[config.mk]
export PLATFORM = sky130hd
export DESIGN_NAME = dram_refresh_seq
export DESIGN_NICKNAME = d
export VERILOG_FILES = /design/src/rtl/dram_rfsh_pkg.sv /design/src/rtl/rfsh_cycle_gen.sv /design/src/rtl/rfsh_debt_timer.sv /design/src/rtl/dram_refresh_seq.sv
export SDC_FILE = /design/constraint.sdc
export NUM_CORES = 1
export LEC_CHECK = 0
export BUFFER_PORTS_ARGS = -buffer_cell sky130_fd_sc_hd__buf_4
export CELL_PAD_IN_SITES_DETAIL_PLACEMENT = 0
export CELL_PAD_IN_SITES_GLOBAL_PLACEMENT = 1
export CORE_MARGIN = 3
export CORE_UTILIZATION = 43
export DETAILED_ROUTE_END_ITERATION = 8
export PLACE_DENSITY_LB_ADDON = 0.1
export SETUP_SLACK_MARGIN = 0.3
export SYNTH_ARGS = -nofsm -noshare
export SYNTH_HDL_FRONTEND = slang
export SYNTH_SLANG_ARGS = --single-unit
[constraint.sdc]
create_clock -name clk -period 2.9 [get_ports clk]
set_clock_uncertainty 0.1 [all_clocks]
set_input_delay 0.58 -clock clk [delete_from_list [all_inputs] [get_ports clk]]
set_output_delay 0.58 -clock clk [all_outputs]
set_load 0.05 [all_outputs]
[src/rtl/dram_rfsh_pkg.sv]
package dram_rfsh_pkg;

    typedef enum logic [1:0] {
        PH_WAIT,
        PH_INIT,
        PH_RUN
    } phase_e;

    typedef enum logic [1:0] {
        CY_IDLE,
        CY_SETUP,
        CY_ACTIVE,
        CY_PRECH
    } cyc_e;

    // Minimum interval in ns to a cycle count, rounded up, at least one.
    function automatic int ns_to_cyc_up(input int ns, input int per);
        int c;
        c = (ns + per - 1) / per;
        if (c < 1) c = 1;
        return c;
    endfunction

    // Maximum interval in ns to a cycle count, rounded down, at least one.
    function automatic int ns_to_cyc_dn(input int ns, input int per);
        int c;
        c = ns / per;
        if (c < 1) c = 1;
        return c;
    endfunction

endpackage

[src/rtl/rfsh_cycle_gen.sv]
module rfsh_cycle_gen
    import dram_rfsh_pkg::*;
#(
    parameter int CSR_CYC = 1,
    parameter int RAS_CYC = 6,
    parameter int RP_CYC  = 4
) (
    input  logic clk,
    input  logic rst_n,
    input  logic start,
    output logic take,
    output logic done,
    output logic busy,
    output logic ras_n,
    output logic cas_n
);
    localparam int LONG1   = (RAS_CYC > CSR_CYC) ? RAS_CYC : CSR_CYC;
    localparam int LONGEST = (RP_CYC > LONG1) ? RP_CYC : LONG1;
    localparam int CW      = $clog2(LONGEST + 1);

    typedef struct packed {
        cyc_e          st;
        logic [CW-1:0] cnt;
        logic          ras_n;
        logic          cas_n;
    } gen_t;

    gen_t q, d;
    logic last;

    always_comb begin
        d    = q;
        last = (q.st == CY_PRECH) && (q.cnt == '0);
        take = start && ((q.st == CY_IDLE) || last);
        case (q.st)
            CY_IDLE: d = q;
            CY_SETUP: begin
                if (q.cnt == '0) begin
                    d.st    = CY_ACTIVE;
                    d.cnt   = CW'(RAS_CYC - 1);
                    d.ras_n = 1'b0;
                end else begin
                    d.cnt = q.cnt - 1'b1;
                end
            end
            CY_ACTIVE: begin
                if (q.cnt == '0) begin
                    d.st    = CY_PRECH;
                    d.cnt   = CW'(RP_CYC - 1);
                    d.ras_n = 1'b1;
                    d.cas_n = 1'b1;
                end else begin
                    d.cnt = q.cnt - 1'b1;
                end
            end
            CY_PRECH: begin
                if (q.cnt == '0) d.st = CY_IDLE;
                else             d.cnt = q.cnt - 1'b1;
            end
            default: d.st = CY_IDLE;
        endcase
        // A new cycle may begin on the final precharge clock: no idle gap.
        if (take) begin
            d.st    = CY_SETUP;
            d.cnt   = CW'(CSR_CYC - 1);
            d.cas_n = 1'b0;
        end
    end

    always_ff @(posedge clk or negedge rst_n) begin
        if (!rst_n) q <= '{st: CY_IDLE, cnt: '0, ras_n: 1'b1, cas_n: 1'b1};
        else        q <= d;
    end

    assign done  = last;
    assign busy  = (q.st != CY_IDLE);
    assign ras_n = q.ras_n;
    assign cas_n = q.cas_n;

endmodule

[src/rtl/rfsh_debt_timer.sv]
module rfsh_debt_timer #(
    parameter int REF_CYC  = 1560,
    parameter int DEBT_MAX = 8,
    parameter int DW       = 4
) (
    input  logic          clk,
    input  logic          rst_n,
    input  logic          run,
    input  logic          dec,
    output logic [DW-1:0] debt
);
    localparam int TW = $clog2(REF_CYC + 1);

    typedef struct packed {
        logic [TW-1:0] tmr;
        logic [DW-1:0] debt;
    } tmr_t;

    tmr_t q, d;
    logic tick;

    always_comb begin
        d    = q;
        tick = 1'b0;
        if (run) begin
            if (q.tmr == '0) begin
                tick  = 1'b1;
                d.tmr = TW'(REF_CYC - 1);
            end else begin
                d.tmr = q.tmr - 1'b1;
            end
        end
        if (tick && !dec) begin
            if (q.debt != DW'(DEBT_MAX)) d.debt = q.debt + 1'b1;
        end else if (!tick && dec) begin
            d.debt = q.debt - 1'b1;
        end
    end

    always_ff @(posedge clk or negedge rst_n) begin
        if (!rst_n) q <= '{tmr: TW'(REF_CYC - 1), debt: '0};
        else        q <= d;
    end

    assign debt = q.debt;

endmodule

[src/rtl/dram_refresh_seq.sv]
module dram_refresh_seq
    import dram_rfsh_pkg::*;
#(
    parameter int CLK_NS      = 10,
    parameter int STARTUP_NS  = 200000,
    parameter int REFRESH_NS  = 15600,
    parameter int CSR_NS      = 5,
    parameter int RAS_NS      = 60,
    parameter int RP_NS       = 40,
    parameter int INIT_CYCLES = 8,
    parameter int DEBT_MAX    = 8,
    localparam int DEBT_W     = $clog2(DEBT_MAX + 1)
) (
    input  logic              clk,
    input  logic              rst_n,
    input  logic              acc_req,
    output logic              acc_gnt,
    output logic              ready,
    output logic              refresh_busy,
    output logic [DEBT_W-1:0] refresh_debt,
    output logic              ras_n,
    output logic              cas_n,
    output logic              we_n
);
    localparam int STARTUP_CYC = ns_to_cyc_up(STARTUP_NS, CLK_NS);
    localparam int CSR_CYC     = ns_to_cyc_up(CSR_NS, CLK_NS);
    localparam int RAS_CYC     = ns_to_cyc_up(RAS_NS, CLK_NS);
    localparam int RP_CYC      = ns_to_cyc_up(RP_NS, CLK_NS);
    localparam int REF_CYC     = ns_to_cyc_dn(REFRESH_NS, CLK_NS);
    localparam int WW          = $clog2(STARTUP_CYC + 1);
    localparam int IW          = $clog2(INIT_CYCLES + 1);

    typedef struct packed {
        phase_e        phase;
        logic [WW-1:0] wait_cnt;
        logic [IW-1:0] init_left;
        logic          gnt;
        logic          we_n;
    } seq_t;

    seq_t q, d;

    logic              start, take, done, busy;
    logic [DEBT_W-1:0] debt;

    // Refresh wins over a fresh grant whenever any debt is owed.
    assign start = ((q.phase == PH_INIT) && (q.init_left != '0)) ||
                   ((q.phase == PH_RUN) && (debt != '0) && !q.gnt);

    rfsh_cycle_gen #(
        .CSR_CYC(CSR_CYC),
        .RAS_CYC(RAS_CYC),
        .RP_CYC (RP_CYC)
    ) u_cyc (
        .clk  (clk),
        .rst_n(rst_n),
        .start(start),
        .take (take),
        .done (done),
        .busy (busy),
        .ras_n(ras_n),
        .cas_n(cas_n)
    );

    rfsh_debt_timer #(
        .REF_CYC (REF_CYC),
        .DEBT_MAX(DEBT_MAX),
        .DW      (DEBT_W)
    ) u_tmr (
        .clk  (clk),
        .rst_n(rst_n),
        .run  (q.phase == PH_RUN),
        .dec  (take && (q.phase == PH_RUN)),
        .debt (debt)
    );

    always_comb begin
        d      = q;
        d.we_n = 1'b1;
        case (q.phase)
            PH_WAIT: begin
                if (q.wait_cnt == '0) begin
                    d.phase     = PH_INIT;
                    d.init_left = IW'(INIT_CYCLES);
                end else begin
                    d.wait_cnt = q.wait_cnt - 1'b1;
                end
            end
            PH_INIT: begin
                if (take) d.init_left = q.init_left - 1'b1;
                if ((q.init_left == '0) && done) d.phase = PH_RUN;
            end
            PH_RUN:  d.phase = PH_RUN;
            default: d.phase = PH_WAIT;
        endcase
        if (q.gnt) d.gnt = acc_req;
        else       d.gnt = acc_req && (q.phase == PH_RUN) && !busy && (debt == '0);
    end

    always_ff @(posedge clk or negedge rst_n) begin
        if (!rst_n) begin
            q <= '{phase: PH_WAIT, wait_cnt: WW'(STARTUP_CYC - 1),
                   init_left: '0, gnt: 1'b0, we_n: 1'b1};
        end else begin
            q <= d;
        end
    end

    assign acc_gnt      = q.gnt;
    assign ready        = (q.phase == PH_RUN);
    assign refresh_busy = busy;
    assign refresh_debt = debt;
    assign we_n         = q.we_n;

endmodule

=== After elaboration in Yosys (flattened, before gate mapping) ===
Index checks and enable logic that the tools add are counted.

* $add $sub $neg: 6
* Equality and inequality tests: 17
* Mux-type cells: 25
* Bitwise logic cells: 1
* Reductions and logical operators: 41

{| class="wikitable"
|+ Operators with widths
! kind !! count
|-
| 2-to-1 mux 4 bit || 5
|-
| logical NOT 15 bit || 1
|-
| case mux 5 bit (3 select lines) || 1
|-
| subtractor 15 x 1 -> 15 bit, second input constant || 1
|-
| logical AND 1 bit || 12
|-
| nonzero test 2 bit || 6
|-
| logical NOT 11 bit || 1
|-
| 2-to-1 mux 11 bit || 1
|-
| subtractor 11 x 1 -> 11 bit, second input constant || 1
|-
| 2-to-1 mux 2 bit || 5
|-
| AND reduction 2 bit || 5
|-
| 2-to-1 mux 3 bit || 3
|-
| logical NOT 4 bit || 2
|-
| != test 2 bit, second input constant || 4
|-
| case mux 4 bit (2 select lines) || 1
|-
| nonzero test 4 bit || 2
|-
| subtractor 4 x 1 -> 4 bit, second input constant || 2
|-
| == test 2 bit, second input constant || 3
|-
| 2-to-1 mux 1 bit || 6
|-
| != test 2 x 1 -> 1 bit, second input constant || 3
|-
| != test 3 x 2 -> 1 bit, second input constant || 2
|-
| != test 3 bit, second input constant || 2
|-
| case mux 2 bit (3 select lines) || 1
|-
| AND reduction 3 bit || 2
|-
| 12 further kinds || 18
|}

* Bits in registers: 44
* Input bits: 3
* Word-level logic and storage cells: 100

=== Logic depth before layout (Yosys ltp) ===
* Word-level depth: 10
* Depth in mapped cells: 14
* Depth with buffers taken out: 12

=== Cells and area by module ===
Synthesis repeated with hierarchy kept, for this count alone.

* Cells, all modules: 266
* Area total of the unflattened synthesis: 2682.6 µm²

{| class="wikitable"
|+ By module, submodules not included
! module !! times used !! cells an instance !! area each (µm²)
|-
| dram_refresh_seq || 1 || 114 || 1217.4
|-
| rfsh_debt_timer || 1 || 104 || 1023.5
|-
| rfsh_cycle_gen || 1 || 48 || 441.7
|}

=== Worst setup path after synthesis ===
OpenSTA, ideal clock, no wires.

* Path type: reg2reg
* Start point: register q[21] (netlist name)
* End point: register u_tmr.q (netlist bit u_tmr.debt[3])
* Setup time: 0.077 ns
* Data arrival time: 3.248 ns
* Path slack: -0.525 ns
* Cell stages (with the launch flop): 15
* Buffers on the path: 2
* Period minus slack after synthesis: 3.425 ns
* Path through: dfrtp_1 inv_1 ha_1 clkbuf_1 nand2b_1 a2bb2oi_2 or2_2 buf_4 nand2_1 ha_1 a21o_1 a21oi_1 or4bb_1 o311a_1 a21oi_1

* Word-level cells in the longest chain between the ends: 10
* Elaborated cells on any way between the ends: 17

{| class="wikitable"
|+ Ends and longest elaborated chain
! element !! line !! RTL
|-
| from (decl) || dram_refresh_seq.sv:41 || <nowiki>seq_t q, d;</nowiki>
|-
| from (signal assigned) || dram_refresh_seq.sv:102 || <nowiki>q <= '{phase: PH_WAIT, wait_cnt: WW'(STARTUP_CYC - 1),</nowiki>
|-
| == test 2 bit * || n/a ||
|-
| named net ready || dram_refresh_seq.sv:18 || <nowiki>output logic ready,</nowiki>
|-
| logical AND 1 bit (2 in a row) || dram_refresh_seq.sv:48 || <nowiki>((q.phase == PH_RUN) && (debt != '0) && !q.gnt);</nowiki>
|-
| logical OR 1 bit || dram_refresh_seq.sv:47 || <nowiki>assign start = ((q.phase == PH_INIT) && (q.init_left != '0)) ||</nowiki>
|-
| logical AND 1 bit || rfsh_cycle_gen.sv:34 || <nowiki>take = start && ((q.st == CY_IDLE) || last);</nowiki>
|-
| logical AND 1 bit || dram_refresh_seq.sv:73 || <nowiki>.dec (take && (q.phase == PH_RUN)),</nowiki>
|-
| logical NOT 1 bit || rfsh_debt_timer.sv:33 || <nowiki>if (tick && !dec) begin</nowiki>
|-
| logical AND 1 bit || rfsh_debt_timer.sv:33 ||
|-
| != test 2 bit (no source line) / nonzero test 2 bit (equally long branches) || n/a ||
|-
| AND reduction 2 bit (no source line) || n/a ||
|-
| to (signal assigned) || rfsh_debt_timer.sv:41 || <nowiki>if (!rst_n) q <= '{tmr: TW'(REF_CYC - 1), debt: '0};</nowiki>
|-
| to (decl) || rfsh_debt_timer.sv:19 || <nowiki>tmr_t q, d;</nowiki>
|}

The timed path passes the listed nets; every way through them passes the cells marked *.
A chain may end at the register's enable or synchronous reset.

=== Worst setup path in the final report ===
* Start point: register q[2] (netlist name)
* End point: register u_tmr.q (netlist bit u_tmr.debt[3])

* Word-level cells in the longest chain between the ends: 9
* Elaborated cells on any way between the ends: 12

{| class="wikitable"
|+ Ends and longest elaborated chain
! element !! line
|-
| nonzero test 4 bit * || dram_refresh_seq.sv:47
|-
| logical AND 1 bit * || dram_refresh_seq.sv:47
|-
| logical OR 1 bit * || dram_refresh_seq.sv:47
|-
| logical AND 1 bit * || rfsh_cycle_gen.sv:34
|-
| logical AND 1 bit * || dram_refresh_seq.sv:73
|-
| logical NOT 1 bit || rfsh_debt_timer.sv:33
|-
| logical AND 1 bit || rfsh_debt_timer.sv:33
|-
| != test 2 bit (no source line) / nonzero test 2 bit (equally long branches) || n/a
|-
| AND reduction 2 bit (no source line) || n/a
|}

Mark *: on every way between the ends. The rest lies on a longest branch, timed or not.

==> impl_metrics.csv <==
group,metric,value,unit
min_path,min_path_type,"in2async",
setup_path,cp-start-kind,"flop",
global_route,grtUsageTotal,15.4,%
sta,finalHoldWorstSlack,165,ps
global_route,grt_max_degree,45,
cts,cts_inserted_buffers,5,
placed_design,numPortBuffers,11,
layout,antenna_cells,0,
route,wl,5090,microns
power_and_ir_drop,combPwrFrac,1.5,%
layout,drive_gt1_share,30.2,%
route,routed.top_layer,"met4",
logic_synthesis,synth_nets,277,
sta,rsz0062_at_grt,"yes",
setup_path,cp-end-kind,"flop",
logic_synthesis,async_flop_share,100,%
setup_path,crit_fanout,3,
setup_path,timing.critical_path.slowest_stage_cell,"or4bb_4",
setup_path,slowest_delay,480,ps
placed_design,dpl.hpwl,3570,microns
cts,clock_path_buffers,2,
sta,setup-tns-final,0,ps
setup_path,arrival,2860,ps
power_and_ir_drop,power.switching,0.000218,W
logic_synthesis,synthCells,255,
setup_path,crit_chain,"inv_2, ha_1, or3b_4, a2bb2oi_4, or2_4, nand2_4, ha_4, a21o_1, a21oi_2, or4bb_4, o311a_1, a21oi_2",
logic_synthesis,synth_warnings,0,
route,viasPerCell,5.15,
floorplan,die_area,6940,sq um
route,met3_length,149,microns
logic_synthesis,avgSynthCellArea,10.1,sq um
floorplan,coreArea,5640,sq um
sta,hold_violations,0,
cts,path_clk_slew,90,ps
sta,min_period,2740,ps
setup_path,cp.required,3030,ps
logic_synthesis,synth-edff-count,0,
route,drt_pass1_iterations,4,
sta,worstMarginPinSlew,551,ps
cts,clock_latency,290,ps
layout,layout.nets,306,
layout,areaGrowthSynthToFinish,19.0,%
placed_design,place.gp.congestion,0.756,
sta,fmax,365,MHz
floorplan,dieWidth,83.3,microns
setup_path,cp_common_cell,"a21oi_2",
global_route,grt_pass1_wl,8760,microns
global_route,antenna_found_initial,0,
logic_synthesis,ys.flop_type,"dfrtp_1",
logic_synthesis,ys_ff_latch,44,
global_route,overflow,0,
route,drtIter0Drc,60,
cts,cts_sinks,44,
floorplan,ios,13,
floorplan,fp.dieH,83.3,microns
sta,fin_crit_sh,94.4,%
route,wl_met2,2340,microns
global_route,grt_pass1_vias,1799,
power_and_ir_drop,power_leakage,1.49,nW
logic_synthesis,synth_area,2570,sq um
sta,finalSetupViolCount,0,
logic_synthesis,ys_seq_area_share,43.7,%
status,status,"complete, no violations",
layout,fill_cells,496,
route,drc,0,
power_and_ir_drop,powerDensity,357,nW/um^2
power_and_ir_drop,internal-power,0.000874,W
power_and_ir_drop,swShare,19.9,%
cts,htreeDepth,2,
power_and_ir_drop,p_clk_share,42.3,%
route,wl_met1,2540,microns
logic_synthesis,yosysUniqueCellTypes,55,
job,maxCapViolCount,0,
cts,clockRootBuffer,"clkbuf_8",
sta,drv_slew,0,
power_and_ir_drop,total_power,0.00109,W
sta,slew_headroom,63.3,%
floorplan,start_util,45.6,%
route,num_vias,1837,
setup_path,critPathKind,"reg2reg",
power_and_ir_drop,pwr-share-seq,56.3,%
floorplan,rows,27,
power_and_ir_drop,irDropWorstVdd,204,uV
route,wire_per_inst,14.3,microns
cts,cts_tree,"built",
route,ant_nets,0,
cts,ctsHoldBuffers,0,
-- final timing paths --
kind	from	end	slack, ps	cells past startpoint
max reg2reg	q[2]$_DFFE_PN0P_	u_tmr.debt[3]$_DFFE_PN0P_	160	12
min in group clk	q[20]$_DFFE_PN1P_	q[20]$_DFFE_PN1P_	360	1
max	q[2]$_DFFE_PN0P_	u_tmr.debt[3]$_DFFE_PN0P_	160	12
max in group asynchronous	rst_n	u_cyc.cas_n$_DFFE_PN1P_	2140	1
min	rst_n	q[13]$_DFFE_PN0P_	160	1
min reg2reg	q[20]$_DFFE_PN1P_	q[20]$_DFFE_PN1P_	360	1
-- stage by stage --
| stage | instance area [sq um] | worst slack [ps] | cells | util, % |
|---|---|---|---|---|
| after floorplan | 2670 | 9.13 | 255 | - |
| after global placement | 2850 | 182 | 339 | 50.5 |
| after detailed placement | 2850 | 112 | 339 | 50.5 |
| after CTS | 3040 | 231 | 355 | 53.8 |
| after global routing | 3060 | 54.1 | 357 | 54.2 |
| final | 3060 | 163 | 357 | 54.2 |
-- power by group through the flow --
stage                     sequential (W)  combinational (W)  clock (W)
after floorplan                 0.000626         0.00000404          0
after global placement          0.000625          0.0000174          0
after detailed placement        0.000625          0.0000176          0
after CTS                       0.000614          0.0000176   0.000479
after global routing            0.000614          0.0000192   0.000511
final                           0.000614          0.0000162   0.000461
-- layout by cell type (no fill, tap or decap), types with 7 or more instances in the layout --
| cell | count |
|---|---|
| buf_4 | 33 |
| dfrtp_1 | 27 |
| inv_1 | 15 |
| dfstp_2 | 17 |
| xnor2_1 | 9 |
| ha_1 | 16 |
| nor2_1 | 19 |
| xor2_1 | 11 |
| nor3_1 | 11 |
| nand2_1 | 24 |
| a21oi_1 | 7 |
-- layer usage --
| metal | global-route usage [%] | vias to the layer above |
|---|---|---|
| met1 | 21.7 | 871 |
| met5 | 0 | - |
| met2 | 23.8 | 21 |
| met3 | 3.47 | 6 |
| li1 | - | 939 |
| met4 | 4.01 | 0 |
-- worst max-delay path: cells and delay by family, from the launching register on --
family,cells,cell delay [ps]
AOI/OAI and AO/OA,5,680
and+or+nand+nor,4,1090
buffers and inverters,1,70
adders and majority gates,2,340
DFF,1,400
-- kinds of logic after synthesis --
family | after synthesis | synth area share, %
mux | 7 | 2.92
fa+ha+maj | 19 | 9.54
simple gates | 90 | 18.6
xor+xnor | 20 | 6.82
other cells | 1 | 0.146
buf+inv | 29 | 5.16
flops | 44 | 43.7
compound gates | 45 | 13.1
-- cell type report --
| cell class | count | area [sq um] | area share (%) |
|---|---|---|---|
| clock inverters | 1 | 30.0 | 0.982 |
| flip-flops and latches | 44 | 1120 | 36.7 |
| clock buffers | 7 | 76.3 | 2.49 |
| inverters | 18 | 67.6 | 2.21 |
| repair buffers | 33 | 248 | 8.10 |
| multi-input cells | 182 | 1430 | 46.6 |
| well taps | 72 | 90.1 | 2.94 |
-- state kept, by name, indices dropped and copies added, names as in the netlist --
name	count
q	21
u_tmr.q	11
u_cyc.q	5
u_tmr.debt	4
acc_gnt	1
u_cyc.cas_n	1
u_cyc.ras_n	1
-- what timing repair did --
action	CTS	global route
pin swaps	4	5
gates resized for setup	6	2
endpoints found under the setup margin	1	1
buffers inserted	8	2
-- Yosys cell counts, drive strengths merged (3+ instances only) --
cell type	count	area, sq um
o41ai	3	52.6
nor4	6	37.5
a21o	5	37.5
mux2i	3	30.0
nor2	19	71.3
mux2	4	45.0
dfrtp	27	676
inv	18	67.6
o21ai	7	35.0
a22oi	3	22.5
clkbuf	4	15.0
o31ai	3	22.5
nor3	13	70.1
nand2	25	93.8
nand2b	4	25.0
a21oi	10	50.1
or3	4	30.0
dfstp	17	447
xnor2	9	78.8
o31a	3	26.3
a31oi	3	18.8
nor2b	3	18.8
ha	18	225
xor2	11	96.3
buf	7	50.0
(Power assumes the default switching activity.)
